`src/rtl/serial_irq_status.sv`:
```
module serial_irq_status #(
  parameter int DW      = 32,
  parameter int PRE_W   = 8,
  parameter int RATE_W  = 8,
  parameter int TO_BITS = 32
) (
  input  logic              clk,
  input  logic              rst_n,
  input  logic [PRE_W-1:0]  cfg_prescale,
  input  logic [RATE_W-1:0] cfg_rate,
  input  logic              rx_empty,
  input  logic              rx_full,
  input  logic              rx_half,
  input  logic              tx_half_empty,
  input  logic              rx_frame_done,
  input  logic              rx_pop,
  input  logic              reg_wr,
  input  logic [1:0]        reg_addr,
  input  logic [DW-1:0]     reg_wdata,
  output logic [DW-1:0]     reg_rdata,
  output logic              irq_out
);
  localparam int CNT_W = PRE_W + RATE_W + 1 + $clog2(TO_BITS);
  localparam logic [1:0] A_MASK = 2'd0, A_RAW = 2'd1, A_MSK = 2'd2, A_CLR = 2'd3;

  logic [3:0]       mask_q, raw, masked;
  logic             ovr_q, to_q, irq_q;
  logic [CNT_W-1:0] tcnt, limit;
  logic             wr_mask, wr_clr, restart, to_hit, ovr_set;

  assign wr_mask = reg_wr && (reg_addr == A_MASK);
  assign wr_clr  = reg_wr && (reg_addr == A_CLR);
  assign ovr_set = rx_frame_done && rx_full;
  assign restart = rx_empty || rx_pop;
  assign limit   = CNT_W'(TO_BITS) * CNT_W'(cfg_prescale) * (CNT_W'(cfg_rate) + CNT_W'(1));
  assign to_hit  = !restart && (tcnt == limit - CNT_W'(1));
  assign raw     = {tx_half_empty, rx_half, to_q, ovr_q};
  assign masked  = raw & mask_q;
  assign irq_out = irq_q;

  always_comb begin
    case (reg_addr)
      A_MASK:  reg_rdata = DW'(mask_q);
      A_RAW:   reg_rdata = DW'(raw);
      A_MSK:   reg_rdata = DW'(masked);
      default: reg_rdata = '0;
    endcase
  end

  always_ff @(posedge clk or negedge rst_n) begin
    if (!rst_n) begin
      mask_q <= '0;
      ovr_q  <= 1'b0;
      to_q   <= 1'b0;
      irq_q  <= 1'b0;
      tcnt   <= '0;
    end else begin
      if (wr_mask) mask_q <= reg_wdata[3:0];
      if (ovr_set) ovr_q <= 1'b1;
      else if (wr_clr && reg_wdata[0]) ovr_q <= 1'b0;
      if (to_hit) to_q <= 1'b1;
      else if (wr_clr && reg_wdata[1]) to_q <= 1'b0;
      if (restart) tcnt <= '0;
      else if (tcnt < limit) tcnt <= tcnt + CNT_W'(1);
      irq_q <= |masked;
    end
  end

  AST_MASK_HOLD: assert property (@(posedge clk) disable iff (!rst_n)
    !wr_mask |=> $stable(mask_q));
  AST_OVR_SET: assert property (@(posedge clk) disable iff (!rst_n)
    (rx_frame_done && rx_full) |=> ovr_q);
  AST_TO_IDLE_SRC: assert property (@(posedge clk) disable iff (!rst_n)
    $rose(to_q) |-> $past(!rx_empty && !rx_pop));
  AST_OVR_CLEAR: assert property (@(posedge clk) disable iff (!rst_n)
    (wr_clr && reg_wdata[0] && !(rx_frame_done && rx_full)) |=> !ovr_q);
  AST_IRQ_NEEDS_MASK: assert property (@(posedge clk) disable iff (!rst_n)
    irq_out |-> $past(mask_q != 4'd0));
endmodule

```
`config.mk`:
```
export PLATFORM = sky130hd
export DESIGN_NAME = serial_irq_status
export DESIGN_NICKNAME = d
export VERILOG_FILES = /design/src/rtl/serial_irq_status.sv
export SDC_FILE = /design/constraint.sdc
export NUM_CORES = 1
export LEC_CHECK = 0
export ABC_AREA = 1
export CAP_MARGIN = 20
export CORE_MARGIN = 2
export CORE_UTILIZATION = 51
export CTS_CLUSTER_SIZE = 14
export DETAILED_ROUTE_END_ITERATION = 12
export GPL_ROUTABILITY_DRIVEN = 1
export PLACE_DENSITY_LB_ADDON = 0.12
export SLEW_MARGIN = 20
export SYNTH_ARGS = -nofsm -noshare
export SYNTH_HDL_FRONTEND = slang
export SYNTH_SLANG_ARGS = --single-unit
```
`constraint.sdc`:
```
create_clock -name clk -period 1.8 [get_ports clk]
set_input_delay 0.18 -clock clk [delete_from_list [all_inputs] [get_ports clk]]
set_output_delay 0.18 -clock clk [all_outputs]
set_load 0.01 [all_outputs]
```
Word-level counts from Yosys, hierarchy flattened
Cells that the tools add are included.

Flip-flop bits (word level): 29. Input bits: 59. Output and inout bits: 33. Word-level logic and storage cells: 35.

Add/subtract/negate cells: 3. Multipliers: 1. $lt $le $gt $ge: 1. Eq/ne operators: 4. Mux-type cells: 7. Bitwise logic cells: 1. Reduce and logical (&&, ||, !) cells: 13.

Operators by type and width (number): $mux W22 (2); $add A22 B1 Y22 const B (1); $eq A22 B22 Y1 (1); $lt A22 B22 Y1 (1); $sub A22 B1 Y22 const B (1); $mul A8 B9 Y17 (1); $pmux W4 S3 (1); $add A8 B1 Y9 const B (1); $logic_and A1 B1 Y1 (6); $reduce_bool A2 Y1 (3); $and A4 B4 Y4 (1); $eq A2 B2 Y1 const B (2); $mux W1 (4); $reduce_or A4 Y1 (1); $eq A2 B1 Y1 const B (1); $logic_not A2 Y1 (1); $logic_not A1 Y1 (1); $logic_or A1 B1 Y1 (1).

Logic depth before layout (Yosys ltp)
Gate-level depths: netlist (run 1).

Depth after elaboration: 6. Depth in mapped cells: 37. Depth with buffers taken out: 36.

Worst setup path before layout (run 1)
OpenSTA, ideal clock, no wires.

Path type: input port to flip-flop. From: input port cfg_rate[0]. To: register tcnt[0]. Setup time: 0.067 ns. Arrival: 5.484 ns. Required time: 1.733 ns. Setup slack: -3.751 ns. Stages: 31. Cells stage by stage: buf_4 -> nand4_1 -> nor3_1 -> inv_1 -> o21ai_0 -> nand2_1 -> inv_1 -> nand2_1 -> fa_1 -> fa_1 -> fa_1 -> fa_1 -> inv_1 -> ha_1 -> nand2_1 -> inv_1 -> a21oi_1 -> nand3_1 -> nand2_1 -> inv_1 -> ha_1 -> a21oi_1 -> nor3_1 -> a211oi_1 -> o21ai_0 -> a21oi_1 -> nand2_1 -> nand3_2 -> clkbuf_1 -> nand4_1 -> nand2_1.

Longest elaborated chain between the ends: 4.

RTL lines: start, declared (RTL line 10) `input logic [RATE_W-1:0] cfg_rate,`; $add A8 B1 Y9 (RTL line 35) `assign limit = CNT_W'(TO_BITS) * CNT_W'(cfg_prescale) * (CNT_W'(cfg_rate) + CNT_W'(1));`; $mul A8 B9 Y17 (RTL line 35); $lt A22 B22 Y1 (RTL line 64) `else if (tcnt < limit) tcnt <= tcnt + CNT_W'(1);`; $reduce_bool A2 Y1 (no line); end signal, assigned (RTL line 64); end, declared (RTL line 28) `logic [CNT_W-1:0] tcnt, limit;`.

No other way between the ends. A chain may end at the register's enable or synchronous reset.

Worst setup path in the final report (run 1)
From: input port cfg_rate[0]. To: register tcnt[17].

The elaborated chain is that of the path after synthesis.

==> key figures, run 1 <==
Critical path
  – Register-to-register setup slack: -0.48 ns
  – Launching element type of the critical path: input port
  – Highest net fanout along the worst path: 6
  – Required time of the critical path: 2.01 ns
  – CP peak stage delay: 0.56 ns
  – Arrival time of the worst setup path: around 5.6 ns
  – Setup Crit Path Kind: input port to register
  – CP Capture Type: register
  – Slowest cell on the critical path: sky130_fd_sc_hd__fa_1

STA
  – Fmax achieved: 185 MHz
  – Period Utilization, post-route: 300%
  – Final number of setup-violating endpoints: 23
  – Worst setup skew after layout: around 0.0038 ns
  – Time the final worst path needs with I/O delays and setup: 5.41 ns
  – Total count of max-transition violations in the final report: 0
  – Hold violation total from the final report: 0
  – Worst-case setup margin in the final layout: -3.61 ns
  – Setup repair after global routing missed its margin: yes
  – Worst-case hold slack: 0.299 ns

Synth
  – Cell Area, Synth: 0.00574 mm²
  – EDFF count, synth: 0
  – Biggest area consumer among synthesized cells: sky130_fd_sc_hd__fa_1
  – Synthesized instance count: approximately 870
  – Synth top cells by count: sky130_fd_sc_hd__nand2_1 (211), sky130_fd_sc_hd__inv_1 (178), sky130_fd_sc_hd__nor2_1 (72), sky130_fd_sc_hd__nand3_1 (64), sky130_fd_sc_hd__ha_1 (56)
  – Number of distinct library cell variants in the gate-level netlist after synthesis: 31
  – Top_reg_cell synth: sky130_fd_sc_hd__dfrtp_1
  – Share of the synthesized area in the top cell type: 14.6%
  – Mean post-synth cell area: 6.64 µm²
  – Register bit total from synthesis: 29
  – Most common cell in the synthesized netlist: sky130_fd_sc_hd__nand2_1
  – Largest cells by area after synthesis: sky130_fd_sc_hd__fa_1 (15%), sky130_fd_sc_hd__nand2_1 (14%), sky130_fd_sc_hd__dfrtp_1 (13%)
  – Async set-reset flop share out of synthesis: 100%
  – Sequential cell area fraction in the yosys report: 12.6%
  – Number of warning messages in the yosys log: 0

Die
  – Count of boundary I/O pins: 92
  – Die area: 0.0121 mm²
  – Horizontal extent of the die: 110 µm
  – FP Rows: 38
  – Starting density of the core: 52.5%
  – Floorplan Core Area: 0.0109 mm²
  – Floorplan die height: 110 µm

Route
  – Antenna viol nets, final: 0
  – Violation count after the first detailed-routing iteration: 446
  – Final Routed Wirelength: 16.3 mm
  – Wire length per cell: 13.7 µm
  – Drt via density: 5.21
  – Remaining DRCs: 0
  – Count of TritonRoute iterations in the first routing pass: 5
  – Total vias in the final route: 6196

CTS
  – Clock network latency to the later pin of the worst-skew pair: ~0.28 ns
  – Worst-case clock buffer depth: 2
  – Sinks on Clock Net: 29
  – Cts hold-fix bufs: 0
  – Clock Root Buffer: sky130_fd_sc_hd__clkbuf_16
  – Deepest level of the CTS H-tree: 2
  – CTS tree: done
  – Clock-pin slew reported for the worst setup and hold paths after clock tree synthesis: 0.05 ns
  – Clock buffers created by TritonCTS: 5

Global route
  – Wire length of the first global-routing pass: 27.6 mm
  – Number of antenna violations at the first check in global routing: 0
  – GRT Residual Overflow: 0
  – Via count of the first global-routing pass: 6171
  – Maximum number of pins on one net before global-route repair: 45
  – Global-route usage over all layers: 28.3%

Finish
  – Layout Utilization: 72.9%
  – Nets@finish: around 1200
  – Share of post-route cells with drive strength above 1: 26.0%
  – Area grow syn2layout: 38.7%
  – Count of placed standard cells in the final layout, fillers left out: 1189
  – Antenna fix cells: 0

Power
  – Leakage power: approximately 0.0045 µW
  – Post-layout total power: 9720 µW
  – Comb power frac: a little over four fifths
  – Internal cell power: 4960 µW
  – Pwr per Cell Area: around 1200 mW/mm²
  – Switch Pwr: between 4000 and 5000 µW
  – Part of the power in registers: approximately 7%
  – Net Sw Frac: 49.0%
  – Clock group share of total power: 8.6%
  – Max rail drop VDD: 0.879 mV

Status
  – Status: finished with violations
  – Violations in the final reports: negative setup slack

Placement
  – Final Wtd Congestion: 0.916
  – Cell count after placement: 1168
  – HPWL reported at the end of detailed placement: 12.6 mm
  – Worst slack at placement: -4.29 ns
  – IO buf count: 35

Run
  – Max cap viols: 0

Hold path
  – Class of the tightest hold or removal check: input port to async pin
## placed cells by master, fill, tap and decap left out, types with 6 or more instances in the layout
master / instances
sky130_fd_sc_hd__nand2_1: 190
sky130_fd_sc_hd__inv_1: 162
sky130_fd_sc_hd__buf_4: 146
sky130_fd_sc_hd__nor2_1: 63
sky130_fd_sc_hd__nand3_1: 55
sky130_fd_sc_hd__ha_1: 46
sky130_fd_sc_hd__nand4_1: 43
sky130_fd_sc_hd__fa_1: 42
sky130_fd_sc_hd__dfrtp_1: 29
sky130_fd_sc_hd__conb_1: 28
sky130_fd_sc_hd__nand2_2: 27
sky130_fd_sc_hd__xor2_1: 27
sky130_fd_sc_hd__clkdlybuf4s50_1: 23
sky130_fd_sc_hd__inv_2: 17
sky130_fd_sc_hd__a21oi_1: 16
sky130_fd_sc_hd__nor2_4: 11
sky130_fd_sc_hd__nand3_2: 11
sky130_fd_sc_hd__o21ai_0: 11
sky130_fd_sc_hd__nor3_1: 10
sky130_fd_sc_hd__ha_4: 10
sky130_fd_sc_hd__xnor2_1: 9
sky130_fd_sc_hd__nand2_4: 7
sky130_fd_sc_hd__buf_6: 7
sky130_fd_sc_hd__nor2_2: 6
sky130_fd_sc_hd__clkbuf_16: 6
## per-stage QoR
stage                     TNS, ns  cell area, µm²
after floorplan            -77.06            6000
after global placement     -93.38            7340
after detailed placement   -98.31            7340
after CTS                  -80.16            7810
after global routing       -87.90            7970
final                      -81.92            7970
## final timing paths
| check | start | endpoint | depth (start not counted) |
|---|---|---|---|
| worst max-delay path | cfg_rate[0] | tcnt[17] | 33 |
| worst min-delay path | rst_n | tcnt[8] | 2 |
| worst max register to register | tcnt[7] | tcnt[17] | 14 |
| worst min register to register | mask_q[3] | irq_out | 2 |
| max in group asynchronous | rst_n | tcnt[16] | 2 |
| min in group clk | reg_addr[1] | ovr_q | 4 |
## flip-flops by register name (all words and copies together), names as in the netlist
name,count
irq_out,1
to_q,1
ovr_q,1
mask_q,4
tcnt,22
## routing by layer
layer	wire, µm	part of all wire (%)	GRT usage, %
met1	7320	45	38.5
met2	7880	48	48.9
met3	947	5.8	3.94
met4	184	1.1	4.46
met5	0	0	0
## cells by family after synthesis
| kind of cell | Yosys count | share of synthesized area [%] |
|---|---|---|
| AO/OA/AOI/OAI | 38 | 3.42 |
| XOR/XNOR | 38 | 6.06 |
| adder cells (fa/ha/maj) | 98 | 26.8 |
| buffers and inverters | 225 | 16.7 |
| flip-flops | 29 | 12.6 |
| other | 1 | 0.0653 |
| AND/OR/NAND/NOR | 436 | 34.3 |
## final cells by class
cell class,count,area [µm²]
inverters,181,679
fillers,877,2970
flip-flops and latches,29,726
repair buffers,194,1690
clock buffers,7,143
multi-input cells,638,4560
well taps,140,175
## worst max-delay path: cells and delay by family
kind / cells / cell delay, ns
adders and majority gates: 6 / 2.51
and+or+nand+nor: 15 / 1.56
AOI/OAI and AO/OA: 5 / 0.76
buffers and inverters: 7 / 0.61
## power by group through the flow
stage	sequential [µW]	combinational, µW	clock, µW
2_1_floorplan	697	4690	0
3_3_place_gp	696	7030	0
3_5_place_dp	697	7290	0
4_1_cts	687	7700	837
5_1_grt	689	9140	874
6_report	687	8190	837
## repair_timing
item | CTS | global route
setup buffers | 11 | 5
cloned | 4 | 1
endpoints found under the setup margin | 27 | 27
gates resized for setup | 77 | 42
pin swaps | 47 | 55
(Power assumes the default switching activity.)
==> run 2: changes to the inputs <==
--- a/config.mk
+++ b/config.mk
@@ -8,7 +8,7 @@
 export ABC_AREA = 1
 export CAP_MARGIN = 20
 export CORE_MARGIN = 2
-export CORE_UTILIZATION = 51
+export CORE_UTILIZATION = 56
 export CTS_CLUSTER_SIZE = 14
 export DETAILED_ROUTE_END_ITERATION = 12
 export GPL_ROUTABILITY_DRIVEN = 1
==> constraint.sdc (replaced) <==
create_clock -name clk -period 5.4 [get_ports clk]
set_input_delay 0.54 -clock clk [delete_from_list [all_inputs] [get_ports clk]]
set_output_delay 0.54 -clock clk [all_outputs]
set_load 0.01 [all_outputs]
==> run 2 against run 1 <==
Compared with the run above: sequential cell count is the same; routed wire length shrank 2.1%; sequential power shrank 67%; critical path depth is the same; setup slack gained 3.4 ns; critical path type unchanged; via count shrank 1.6%; worst hold slack gained 0.20 ns; non-clock buffer count shrank 39; die area shrank 8.6%; largest cell class unchanged; clock power shrank 76%; clock skew grew 0.00064 ns; the flow still finishes with violations (negative setup slack); combinational power shrank 64%.
==> key figures, run 2 (synthesized netlist as in run 1, its figures left out) <==
CTS
  – Deepest level of the CTS H-tree: 2
  – Clock-pin slew reported for the worst setup and hold paths after clock tree synthesis: 0.06 ns
  – CTS tree: done
  – Sinks on Clock Net: 29
  – Cts hold-fix bufs: 0
  – Worst-case clock buffer depth: 2
  – Clock network latency to the later pin of the worst-skew pair: 0.29 ns
  – Clock buffers created by TritonCTS: 5
  – Clock Root Buffer: sky130_fd_sc_hd__clkbuf_8

Route
  – Count of TritonRoute iterations in the first routing pass: 5
  – Violation count after the first detailed-routing iteration: 428
  – Total vias in the final route: 6099
  – Final Routed Wirelength: ~16 mm
  – Wire length per cell: 14.0 µm
  – Remaining DRCs: 0
  – Drt via density: 5.33
  – Antenna viol nets, final: 0

Critical path
  – CP Capture Type: register
  – CP peak stage delay: between 0.5 and 0.6 ns
  – Buf+Inv Stages, Crit Path: 12
  – Worst path most repeated cell: sky130_fd_sc_hd__nand2_1
  – Setup Crit Path Kind: input port to register
  – Highest net fanout along the worst path: 13
  – Required time of the critical path: 5.57 ns
  – Arrival time of the worst setup path: about 5.8 ns
  – Slowest cell on the critical path: sky130_fd_sc_hd__fa_1
  – Launching element type of the critical path: input port
  – Top delay family on crit path: adder cells

Status
  – Status: finished with violations
  – Violations in the final reports: negative setup slack

Finish
  – Count of filler cells inserted in the layout: 690
  – Largest register FFs: 22
  – Share of post-route cells with drive strength above 1: a little over a quarter
  – Antenna fix cells: 0
  – Register area: 726 µm²
  – Area used by multi-input combinational logic: 0.00467 mm²
  – Leading registers by flop count: tcnt x22, mask_q x4
  – Count of placed standard cells in the final layout, fillers left out: roughly 1100
  – Nets@finish: 1167
  – Area grow syn2layout: 34.2%
  – Most frequent standard cell in the layout excluding fill and tap cells: sky130_fd_sc_hd__nand2_1
  – Top library cells by usage in the layout, fill and taps aside: sky130_fd_sc_hd__nand2_1 (185), sky130_fd_sc_hd__inv_1 (158), sky130_fd_sc_hd__buf_4 (110), sky130_fd_sc_hd__nor2_1 (58), sky130_fd_sc_hd__nand3_1 (51)
  – Register bank with the most flops: tcnt

STA
  – Worst setup skew after layout: 0.00442 ns
  – Time the final worst path needs with I/O delays and setup: 5.61 ns
  – Final number of setup-violating endpoints: 22
  – Setup repair after global routing missed its margin: yes
  – Setup TNS: -3.86 ns
  – Total count of max-transition violations in the final report: 0
  – Period Utilization, post-route: 104%
  – Hold violation total from the final report: 0
  – Worst-case setup margin in the final layout: -0.213 ns
  – Fmax achieved: 178 MHz

Global route
  – GRT Residual Overflow: 0
  – Global-route usage over all layers: 28.5%
  – Number of antenna violations at the first check in global routing: 0
  – Wire length of the first global-routing pass: 26.3 mm
  – Maximum number of pins on one net before global-route repair: 45
  – Via count of the first global-routing pass: 5945

Run
  – Max cap viols: 0

Power
  – Leakage power: approximately 0.0042 µW
  – Pwr per Cell Area: 441 mW/mm²
  – Max rail drop VDD: around 0.37 mV

Placement
  – IO buf count: 35
  – Final Wtd Congestion: 0.904
  – Cell count after placement: about 1100
  – HPWL reported at the end of detailed placement: 11.8 mm

Die
  – FP Rows: 36
  – Die area: between 0.01 and 0.015 mm²
  – Starting density of the core: 58.2%
  – Floorplan die height: ~110 µm
  – Floorplan Core Area: 0.00986 mm²
  – Horizontal extent of the die: 105 µm
  – Count of boundary I/O pins: 92

Hold path
  – Class of the tightest hold or removal check: register to register
==> run 2: worst min-delay path, cell delays in order, from the launching register on <==
cell and delay (ns):
sky130_fd_sc_hd__dfrtp_1 0.34, sky130_fd_sc_hd__nand2_1 0.06, sky130_fd_sc_hd__nand4_1 0.06
==> run 2: final timing paths <==
kind	slack, ns	startpoint	depth (start not counted)	end
setup / recovery	-0.21	cfg_rate[1]	33	tcnt[1]
hold / removal	0.49	mask_q[3]	2	irq_out
setup reg to reg	3.08	tcnt[7]	14	tcnt[14]
hold reg to reg	0.49	mask_q[3]	2	irq_out
max in group asynchronous	4.48	rst_n	2	irq_out
min in group asynchronous	0.64	rst_n	2	tcnt[7]
==> run 2: per-stage QoR <==
stage | worst slack (ns) | hold WS [ns] | total power [µW] | instance area, µm² | utilization [%]
floorplan | -0.148 | 0.244 | 1770 | 5970 | -
global placement | -0.841 | 0.483 | 2510 | 6940 | 70.4
detailed placement | -0.982 | 0.480 | 2610 | 6940 | 70.4
CTS | -0.0836 | 0.497 | 3130 | 7490 | 75.9
global route | -0.436 | 0.553 | 3690 | 7710 | 78.1
finish | -0.213 | 0.495 | 3400 | 7710 | 78.1
==> run 2: cell type report <==
class	count	share of cell area, %
flip-flops and latches	29	9.42
well taps	133	2.16
multi-input cells	638	60.6
repair buffers	155	17.7
clock inverters	1	0.0649
clock buffers	7	1.25
inverters	181	8.82
==> run 2: layer usage <==
layer | up-vias | GRT usage (%) | share of wire (%) | routed length, µm
met5 | - | 0 | 0 | 0
met4 | 0 | 4.76 | 1.6 | 250
met3 | 33 | 4.95 | 6.7 | 1070
met2 | 227 | 48.4 | 48 | 7710
met1 | 2902 | 38.5 | 43 | 6950
li1 | 2937 | - | - | -
==> run 2: report_power, final <==
part           switching, µW  internal [µW]
Sequential              4.35            225
Combinational           1620           1350
Clock                   86.6            115
Total                   1710           1690
==> run 2: repair_timing <==
action,in CTS,in global routing
gates resized for setup,100,46
endpoints found under the setup margin,23,23
gates cloned,3,0
setup buffers,13,5
pin swaps,53,33
